==> src/rtl/vtype_cfg_pkg.sv <==
package vtype_cfg_pkg;

  typedef struct packed {
    logic       vma;
    logic       vta;
    logic [2:0] sew;
    logic [2:0] lmul;
  } vt_fields_t;

  localparam int unsigned FIELD_W = $bits(vt_fields_t);

  // legality of one (sew code, lmul code) pair against the widest supported element
  function automatic bit combo_ok(input int s, input int l, input int max_sew);
    int sew_w;
    if (s > 3) return 1'b0;
    sew_w = 8 << s;
    if (sew_w > max_sew) return 1'b0;
    if (l == 4) return 1'b0;
    if (l >= 5) return (sew_w << (8 - l)) <= max_sew;
    return 1'b1;
  endfunction

endpackage

==> src/rtl/vtype_legal_chk.sv <==
module vtype_legal_chk #(
  parameter int unsigned MAX_SEW = 64
) (
  input  logic [2:0] sew_i,
  input  logic [2:0] lmul_i,
  output logic       legal_o
);
  localparam int unsigned NCODE = 8;
  localparam int unsigned NCOMB = NCODE * NCODE;

  logic [NCOMB-1:0] ok_tbl;

  for (genvar s = 0; s < NCODE; s++) begin : g_sew
    for (genvar l = 0; l < NCODE; l++) begin : g_lmul
      localparam bit OK = vtype_cfg_pkg::combo_ok(s, l, MAX_SEW);
      assign ok_tbl[s*NCODE+l] = OK;
    end
  end

  assign legal_o = ok_tbl[{sew_i, lmul_i}];
endmodule

==> src/rtl/vtype_state.sv <==
module vtype_state
  import vtype_cfg_pkg::*;
#(
  parameter int unsigned VL_W = 16
) (
  input  logic            clk_i,
  input  logic            rst_ni,
  input  logic            upd_i,
  input  logic            legal_i,
  input  vt_fields_t      fields_i,
  input  logic [VL_W-1:0] vl_i,
  output logic            vill_o,
  output vt_fields_t      fields_o,
  output logic [VL_W-1:0] vl_o
);
  logic            vill_q;
  vt_fields_t      fields_q;
  logic [VL_W-1:0] vl_q;

  always_ff @(posedge clk_i or negedge rst_ni) begin
    if (!rst_ni) begin
      vill_q   <= 1'b1;
      fields_q <= '0;
      vl_q     <= '0;
    end else if (upd_i) begin
      vill_q   <= ~legal_i;
      fields_q <= legal_i ? fields_i : '0;
      vl_q     <= legal_i ? vl_i : '0;
    end
  end

  assign vill_o   = vill_q;
  assign fields_o = fields_q;
  assign vl_o     = vl_q;
endmodule

==> src/rtl/vtype_csr_port.sv <==
module vtype_csr_port #(
  parameter int unsigned XLEN       = 64,
  parameter logic [11:0] CSR_ADDR   = 12'hC21,
  parameter bit          HAS_VECTOR = 1'b1
) (
  input  logic            req_i,
  input  logic            we_i,
  input  logic [11:0]     addr_i,
  input  logic [XLEN-1:0] value_i,
  output logic            sel_o,
  output logic            illegal_o,
  output logic [XLEN-1:0] rdata_o
);
  logic hit;
  logic deny;

  assign hit = req_i && (addr_i == CSR_ADDR);

  if (HAS_VECTOR) begin : g_vec
    assign deny = hit && we_i;
  end else begin : g_novec
    assign deny = hit;
  end

  assign sel_o     = hit;
  assign illegal_o = deny;
  assign rdata_o   = (hit && !deny) ? value_i : '0;
endmodule

==> src/rtl/vtype_cfg_reg.sv <==
module vtype_cfg_reg
  import vtype_cfg_pkg::*;
#(
  parameter int unsigned XLEN       = 64,
  parameter int unsigned VL_W       = 16,
  parameter int unsigned MAX_SEW    = 64,
  parameter logic [11:0] CSR_ADDR   = 12'hC21,
  parameter bit          HAS_VECTOR = 1'b1
) (
  input  logic            clk_i,
  input  logic            rst_ni,
  input  logic            cfg_valid_i,
  input  logic [XLEN-1:0] cfg_type_i,
  input  logic [VL_W-1:0] cfg_vl_i,
  input  logic            csr_req_i,
  input  logic            csr_we_i,
  input  logic [11:0]     csr_addr_i,
  output logic [XLEN-1:0] csr_rdata_o,
  output logic            csr_illegal_o,
  output logic            csr_sel_o,
  output logic [XLEN-1:0] vtype_o,
  output logic            vill_o,
  output logic [VL_W-1:0] vl_o
);
  localparam int unsigned RSVD_W = XLEN - 1 - FIELD_W;

  vt_fields_t req_f;
  vt_fields_t cur_f;
  logic       req_legal;
  logic       vill;
  logic       unused_rsvd;

  assign req_f       = vt_fields_t'(cfg_type_i[FIELD_W-1:0]);
  assign unused_rsvd = ^cfg_type_i[XLEN-1:FIELD_W];

  vtype_legal_chk #(.MAX_SEW(MAX_SEW)) u_legal (
    .sew_i   (req_f.sew),
    .lmul_i  (req_f.lmul),
    .legal_o (req_legal)
  );

  vtype_state #(.VL_W(VL_W)) u_state (
    .clk_i    (clk_i),
    .rst_ni   (rst_ni),
    .upd_i    (cfg_valid_i),
    .legal_i  (req_legal),
    .fields_i (req_f),
    .vl_i     (cfg_vl_i),
    .vill_o   (vill),
    .fields_o (cur_f),
    .vl_o     (vl_o)
  );

  assign vtype_o = {vill, {RSVD_W{1'b0}}, cur_f};
  assign vill_o  = vill;

  vtype_csr_port #(
    .XLEN       (XLEN),
    .CSR_ADDR   (CSR_ADDR),
    .HAS_VECTOR (HAS_VECTOR)
  ) u_csr (
    .req_i     (csr_req_i),
    .we_i      (csr_we_i),
    .addr_i    (csr_addr_i),
    .value_i   (vtype_o),
    .sel_o     (csr_sel_o),
    .illegal_o (csr_illegal_o),
    .rdata_o   (csr_rdata_o)
  );
endmodule

==> config.mk <==
export PLATFORM = sky130hd
export DESIGN_NAME = vtype_cfg_reg
export DESIGN_NICKNAME = d
export VERILOG_FILES = /design/src/rtl/vtype_cfg_pkg.sv /design/src/rtl/vtype_legal_chk.sv /design/src/rtl/vtype_state.sv /design/src/rtl/vtype_csr_port.sv /design/src/rtl/vtype_cfg_reg.sv
export SDC_FILE = /design/constraint.sdc
export NUM_CORES = 1
export LEC_CHECK = 0
export BUFFER_PORTS_ARGS = -buffer_cell sky130_fd_sc_hd__buf_2
export CAP_MARGIN = 5
export CORE_AREA = 3 3 92 94
export CTS_CLUSTER_DIAMETER = 120
export DETAILED_ROUTE_END_ITERATION = 7
export DIE_AREA = 0 0 95 97
export PLACE_DENSITY_LB_ADDON = 0.12
export RECOVER_POWER = 25
export SYNTH_ARGS = -nofsm -noshare
export SYNTH_HDL_FRONTEND = slang
export SYNTH_SLANG_ARGS = --single-unit
==> constraint.sdc <==
create_clock -name clk_i -period 1.03 [get_ports clk_i]
set_clock_uncertainty 0.15 [all_clocks]
set_input_delay 0.103 -clock clk_i [delete_from_list [all_inputs] [get_ports clk_i]]
set_output_delay 0.103 -clock clk_i [all_outputs]
set_load 0.03 [all_outputs]
* Yosys cells after proc, flatten, opt, wreduce, memory -nomap -nowiden
Memories as Yosys holds them, arrays and structs flattened.
Index checks and enable logic that the tools add are counted.
** Operators by class
- Magnitude comparators :: 1
- Equality and inequality tests :: 1
- Muxes and demuxes :: 4
- Bitwise gates (word level) :: 1
- Reduce and logical (&&, ||, !) cells :: 4
** Operator list (number)
- 64-bit 2-to-1 mux :: 1
- 16-bit 2-to-1 mux :: 1
- 12-bit equality test (second input constant) :: 1
- 8-bit 2-to-1 mux :: 1
- 6-bit by 7-bit < comparator with 1-bit output (second input constant) :: 1
- 1-bit logical AND :: 3
- 1-bit zero test :: 1
- 1-bit 2-to-1 mux :: 1
- 1-bit inverter :: 1
** Word-level totals
- Bits in registers :: 25
- Bits in read-only memories :: 64
- Output and inout port bits :: 147
- Memories :: 1
** Memories
- (no name shown) :: words 64, bits a word 1, read ports 1, clocked after memory_dff 0, write ports 0, RTL line vtype_legal_chk.sv:20 : assign legal_o = ok_tbl[{sew_i, lmul_i}];

* Longest topological paths before layout
Gate-level depths: netlist of run 1.
- Word-level depth :: 6
- Mapped depth :: 4

* Cells and area by module
A second synthesis of run 1 with hierarchy kept.
** Unflattened totals
- Cell total of the unflattened synthesis :: 345
- Area total of the unflattened synthesis :: 3239.4 µm²
** By module, submodules not included
- vtype_csr_port :: times used 1, cells each 177, area an instance 1697.9 µm², seq. area each 0.0 µm²
- vtype_state :: times used 1, cells each 107, area an instance 1079.8 µm², seq. area each 626.9 µm²
- vtype_cfg_reg :: times used 1, cells each 57, area an instance 424.2 µm², seq. area each 0.0 µm²
- vtype_legal_chk :: times used 1, cells each 4, area an instance 37.5 µm², seq. area each 0.0 µm²

* Worst setup path after synthesis of run 1
OpenSTA, ideal clock, no wires.
- Kind :: register to output
- Start point :: reg u_state.vill_q, in the netlist u_state.vill_o
- End point :: out csr_rdata_o[63]
- Data arrival time :: 1389 ps
- Slack :: -612 ps
- Cell stages (with the launch flop) :: 2
- Path buffers :: 0
- Cell sequence :: dfstp_2 > nor3b_1
** Between the ends
- Cells in the longest elaborated chain, start to end :: 1
** Ends and longest elaborated chain
- from (decl) :: RTL line vtype_state.sv:16 : logic vill_q;
- from (signal assigned) :: RTL line vtype_state.sv:26 : vill_q <= ~legal_i;
- 64-bit 2-to-1 mux :: RTL line vtype_csr_port.sv:27 : assign rdata_o = (hit && !deny) ? value_i : '0;
- to (decl) :: RTL line vtype_cfg_reg.sv:18 : output logic [XLEN-1:0] csr_rdata_o,
Every way passes these cells.

* Worst setup path in the final report of run 1
Ends and elaborated chain as after synthesis.

==> reports/results.ini, run 1 <==
[grt]
grt_max_degree=29
grt_usage=0.0981
busiest_layer=met2
antenna_found_initial=0
met1_usage=0.119
grt_pass1_wl_um=7270
grt-ovfl-total=0
met2_usage=0.178
grt_pass1_vias=1457
met3_usage=0.0187

[place]
gp_congestion=0.679
place_hpwl_um=3840
numPlacedInstances=434
pre_cts_ws_ps=-412
placed_area_mm2=0.00237
portBuffers=77

[clock_tree]
cts.sinks=25
cts.reportedPaths.clkPinSlew_ps=100
cts_tree=done
worstSkewPairLatency_ps=260
clockBufferDepth=2
cts_root_buf=clkbuf_8
htreeDepth=1
cts_inserted_buffers=3

[drt]
vias=1588
viasPerCell=3.42
wire_per_inst_um=10.4
drc=0
ant_nets=0
drtPass1Iterations=4
drt_iter0_markers=26
wl_um=4850

[worst_setup_path]
worstSetupStartpointType=register
critical_path_required_ps=780
max_stage_delay_ps=550
crit_type=register to output pin
cp_data_arrival_time_ps=1160
slowest_stage=dfstp_2
crit_path_end_kind=output pin
worstPathMaxFanout=2
crit_chain=nor3b_4 > buf_6

[power_and_ir_drop]
total_power_mw=3.10
max-vdd-ir-drop_mv=0.497
power_per_cell_area_mw_per_mm2=1050
leakage_nw=1.58

[layout]
stdcell_count=464
num-nets-final=460
area_growth_pct=43.5
drive_gt1_frac=0.359
multi_input_area_um2=943
diodes=0
nFillCells=804
final_area_mm2=0.00295
regArea_um2=627

[timing]
worst_pin_slew_ps=538
rsz0062_at_grt=true
layout_setup_ws_ps=-383
max_slew_margin=0.641
finalCriticalPeriod_ps=1410
setup_viol=38
timing.fmax_ghz=0.708
finalMaxSlewViolations=0
post-route-period-util=1.37
finalHoldViolations=0

[floorplanning]
ioPinCount=244
die_y_um=97
rows=32
die-width_um=95
core_area_mm2=0.00773
start_util=0.266
die_area_mm2=0.00922

[synth]
ys_types=25
syn_area_mm2=0.00205
synth-seq-area-share=0.305
ys_warn_count=0
synth.avg_cell_area_um2=8.45
synthCells=243
synth-seq-cells=25

[run_status]
failed_checks=setup timing
status=complete, but fails checks

[flow_run]
maxCapViolations=0

[worst_hold_path]
hold_class=input pin to register

what timing repair did:
item,4_1_cts,5_1_grt
hold buffers,19,0
resized for setup,76,18
pin swaps,2,2
endpoints found under the hold margin,43,0
setup endpoints to repair,37,43
buffers inserted,2,11
critical path: cells and delay by family, from the launching register on:
family / cells / cell delay, ps
DFF: 1 / 550
and+or+nand+nor: 1 / 190
buffers and inverters: 1 / 160
state kept, by name, summed over array words and instances (netlist names):
| signal | cells |
|---|---|
| u_state.fields_o | 8 |
| u_state.vill_o | 1 |
| u_state.vl_o | 16 |
per-stage QoR:
stage / hold slack [ps] / utilization / setup TNS [ps]
floorplan: -343 / - / -2880
global placement: -168 / 0.306 / -9630
detailed placement: -171 / 0.306 / -9270
CTS: 4.39 / 0.371 / -6170
global route: 16.5 / 0.381 / -8590
finish: 8.47 / 0.381 / -5730
per-layer routing:
layer | wire length, um | vias up
met5 | 0 | -
met4 | 29 | 0
met3 | 444 | 2
met2 | 2520 | 97
met1 | 1850 | 703
li1 | - | 786
cell usage in the layout, fill, tap and decap left out, drive strengths merged:
| cell | Yosys | routed |
|---|---|---|
| nand2 | 24 | 24 |
| inv | 26 | 26 |
| a21boi | 1 | 1 |
| dfrtp | 24 | 24 |
| buf | 116 | 106 |
| nor2 | 1 | 1 |
| conb | 1 | 110 |
| mux2 | 1 | 1 |
| and3b | 1 | 1 |
| nor2b | 3 | 3 |
| nor3 | 7 | 7 |
| o22ai | 23 | 23 |
| dlygate4sd3 | 0 | 19 |
| nand4 | 1 | 1 |
| clkbuf | 4 | 4 |
| nor4b | 2 | 2 |
| o221ai | 1 | 1 |
| o21bai | 1 | 1 |
| dfstp | 1 | 1 |
| nand2b | 1 | 1 |
| nor3b | 3 | 3 |
| nand3 | 1 | 1 |
| clkinvlp | 0 | 1 |
cell families after synthesis:
logic type,count (synthesis),synth area share
flops,25,0.305
simple gates,44,0.115
mux,1,0.00548
compound gates,26,0.0907
other cells,1,0.00183
buf+inv,146,0.482
cell usage after synthesis:
master / instances / share of area
buf_4: 111 / 0.41
buf_6: 3 / 0.016
dfstp_2: 1 / 0.013
nor4b_2: 2 / 0.015
nand4_1: 1 / 0.0030
dfrtp_1: 24 / 0.29
and3b_1: 1 / 0.0043
a21boi_0: 1 / 0.0037
o22ai_1: 21 / 0.064
inv_1: 26 / 0.048
o221ai_2: 1 / 0.0073
clkbuf_1: 4 / 0.0073
nand2_1: 24 / 0.044
conb_1: 1 / 0.0018
nor2b_1: 3 / 0.0091
nor3_1: 7 / 0.017
o22ai_2: 2 / 0.012
nor3b_1: 1 / 0.0037
nand3_1: 1 / 0.0024
nand2b_1: 1 / 0.0030
nor2_1: 1 / 0.0018
mux2_2: 1 / 0.0055
o21bai_1: 1 / 0.0037
nor3b_2: 2 / 0.012
buf_2: 2 / 0.0049
final cells by class:
| type | count | area share |
|---|---|---|
| well taps | 102 | 0.0433 |
| clock inverters | 1 | 0.00255 |
| repair buffers | 126 | 0.374 |
| multi-input cells | 181 | 0.320 |
| inverters | 26 | 0.0331 |
| clock buffers | 3 | 0.0140 |
| flip-flops and latches | 25 | 0.213 |
report_power, final:
| part | leakage [nW] | total, mW | switching, mW | internal [mW] |
|---|---|---|---|---|
| Sequential | 0.331 | 1.10 | 0.0486 | 1.06 |
| Clock | 0.0217 | 0.598 | 0.324 | 0.274 |
| Combinational | 1.22 | 1.40 | 0.950 | 0.445 |
| Total | 1.58 | 3.10 | 1.32 | 1.77 |
worst paths after layout:
kind / slack (ps) / end / cells past startpoint / from
setup / recovery: -380 / csr_rdata_o[63] / 2 / u_state.vill_o$_DFFE_PN1P_
hold / removal: 8 / u_state.fields_o[5]$_DFFE_PN0P_ / 2 / cfg_valid_i
setup reg to reg: -50 / u_state.vill_o$_DFFE_PN1P_ / 3 / u_state.vill_o$_DFFE_PN1P_
hold reg to reg: 390 / u_state.vl_o[2]$_DFFE_PN0P_ / 2 / u_state.vl_o[2]$_DFFE_PN0P_
max in group asynchronous: 70 / u_state.vl_o[0]$_DFFE_PN0P_ / 3 / rst_ni
min in group asynchronous: 170 / u_state.fields_o[3]$_DFFE_PN0P_ / 2 / rst_ni
Power figures use the tool's default switching activity.
==> inputs of run 2 (changes only) <==
GPL_ROUTABILITY_DRIVEN = 0   (was unset)
PLACE_DENSITY = 0.67   (was unset)
PLACE_DENSITY_LB_ADDON = unset   (was 0.12)
==> run 2 against run 1 <==
Net effect: the run still ends with setup timing left; non-clock buffer count decreased by 6; critical path depth grew 4; worst hold slack better by 54 ps; clock-buffer cell count is 1 higher; clock power fell by 3.3%; largest power group unchanged.
==> reports/results.ini, run 2 (synthesized netlist as in run 1, its figures left out) <==
[worst_setup_path]
worstPathMaxFanout=6  ; +4
worstReg2RegStart=u_state.vill_o$_DFFE_PN1P_
crit_type=input pin to output pin
rr_worst_depth=2  ; -1
critical_path_required_ps=780  ; about the same
worstSetupStartpointType=input pin
crit_path_end_kind=output pin
critPathLaunch=csr_addr_i[2]
r2r-end=u_state.vill_o$_DFFE_PN1P_
timing.critical_path.to=csr_rdata_o[63]
rrSetupSlack_ps=40  ; +90 ps
cp_data_arrival_time_ps=1170  ; about the same

[clock_tree]
cts_tree=done
cts_root_buf=clkbuf_8
cts.reportedPaths.clkPinSlew_ps=90  ; about the same
cts_inserted_buffers=3  ; unchanged
cts.sinks=25  ; unchanged
worstSkewPairLatency_ps=260  ; about the same
clockBufferDepth=2  ; unchanged
htreeDepth=1  ; unchanged

[layout]
drive_gt1_frac=0.331  ; -0.0277
final_common_cell=conb_1
num-nets-final=454  ; -1.3%
largest_reg_flops=16  ; unchanged
final_cell_mix=conb_1, buf_2, buf_6, inv_1
final_area_mm2=0.00285  ; -3.4%
diodes=0  ; unchanged
area_growth_pct=38.7

[floorplanning]
core_area_mm2=0.00773  ; unchanged
die_area_mm2=0.00922  ; unchanged
die-width_um=95  ; unchanged
start_util=0.266  ; unchanged
rows=32  ; unchanged
die_y_um=97  ; unchanged
ioPinCount=244  ; unchanged

[grt]
grt_max_degree=27  ; -6.9%
grt_pass1_wl_um=7340  ; +1.0%
grt_usage=0.101  ; +0.00255
grt-ovfl-total=0  ; unchanged
antenna_found_initial=0  ; unchanged
grt_pass1_vias=1522  ; +4.5%

[timing]
rsz0062_at_grt=true
setup_tns_ps=-7570  ; -1840 ps
worst_pin_slew_ps=612  ; +73.8 ps
finalCriticalPeriod_ps=1420  ; +11.6 ps
finalMaxSlewViolations=0  ; unchanged
setup_viol=53  ; +39%
finalHoldViolations=0  ; unchanged
post-route-period-util=1.38  ; +0.0113
timing.fmax_ghz=0.702  ; -0.82%
layout_setup_ws_ps=-395  ; -11.6 ps
max_slew_margin=0.592  ; -0.0492

[flow_run]
maxCapViolations=0  ; unchanged

[drt]
drc=0  ; unchanged
viasPerCell=3.54  ; +3.4%
vias=1620  ; +2.0%
drtPass1Iterations=4  ; unchanged
drt_iter0_markers=45  ; +73%
ant_nets=0  ; unchanged
wire_per_inst_um=10.8  ; +3.4%
wl_um=4950  ; +2.1%

[place]
placed_area_mm2=0.00231  ; -2.2%
portBuffers=77  ; unchanged
place_hpwl_um=3600  ; -6.1%

[power_and_ir_drop]
leakage_nw=1.53  ; -2.8%
power_per_cell_area_mw_per_mm2=1070  ; +1.6%
max-vdd-ir-drop_mv=0.274  ; -45%

[worst_hold_path]
hold_start=cfg_type_i[1]
hold_class=input pin to register

[run_status]
status=complete, but fails checks
failed_checks=setup timing

-- run 2: cell types whose count changed in the layout (fill, tap and decap cells not counted), sizes merged --
cell | previous run | this run
dlygate4sd3 | 19 | 22
clkinvlp | 1 | 0
buf | 106 | 96
clkbuf | 4 | 6
-- run 2: area by class of cell --
| cell class | count | area, um2 |
|---|---|---|
| repair buffers | 120 | 1020 |
| inverters | 26 | 97.6 |
| fillers | 781 | 4880 |
| flip-flops and latches | 25 | 627 |
| multi-input cells | 181 | 932 |
| well taps | 102 | 128 |
| clock buffers | 4 | 45.0 |
-- run 2: stage by stage --
step                hold slack (ps)  total power, mW  instances  utilization  worst slack [ps]
finish                         62.3             3.04        458        0.369              -395
global route                   52.6             3.21        458        0.369              -484
CTS                            35.5             3.05        456        0.366              -405
detailed placement             -166             2.26        427        0.300              -464
global placement               -171             2.25        427        0.300              -419
floorplan                      -343             2.31        352            -              -320
-- run 2: how the worst min path moves through the flow --
stage	slack, ps	endpoint	depth (start not counted)
2_1_floorplan	-340	u_state.fields_o[0]$_DFFE_PN0P_	0
3_3_place_gp	-170	u_state.fields_o[2]$_DFFE_PN0P_	1
3_5_place_dp	-170	u_state.fields_o[2]$_DFFE_PN0P_	1
4_1_cts	40	u_state.fields_o[1]$_DFFE_PN0P_	4
5_1_grt	50	u_state.fields_o[1]$_DFFE_PN0P_	4
6_report	60	u_state.fields_o[1]$_DFFE_PN0P_	4
-- run 2: power breakdown --
part	switching, mW	leakage [nW]	internal (mW)	total [mW]
Combinational	0.943	1.18	0.413	1.36
Clock	0.302	0.0228	0.276	0.578
Sequential	0.0516	0.331	1.06	1.11
-- run 2: timing repair --
item / CTS / global route
buffers inserted: 2 / 2
endpoints found under the setup margin: 37 / 40
hold buffers: 22 / 0
endpoints found under the hold margin: 45 / 0
pin swaps: 6 / 0
cloned: 1 / 0
gates resized for setup: 71 / 6
-- run 2: worst max-delay path, stage by stage --
cell and delay [ps]:
buf_6 100, nor4b_4 250, nand4_1 180, buf_6 200
nor3b_2 160, buf_4 180
-- run 2: layer usage --
layer,vias to the layer above,wire length [um],GRT usage
met1,731,1810,0.112
met2,111,2490,0.176
li1,768,-,-
met5,-,0,0
met3,10,510,0.0202
met4,0,136,0.0544
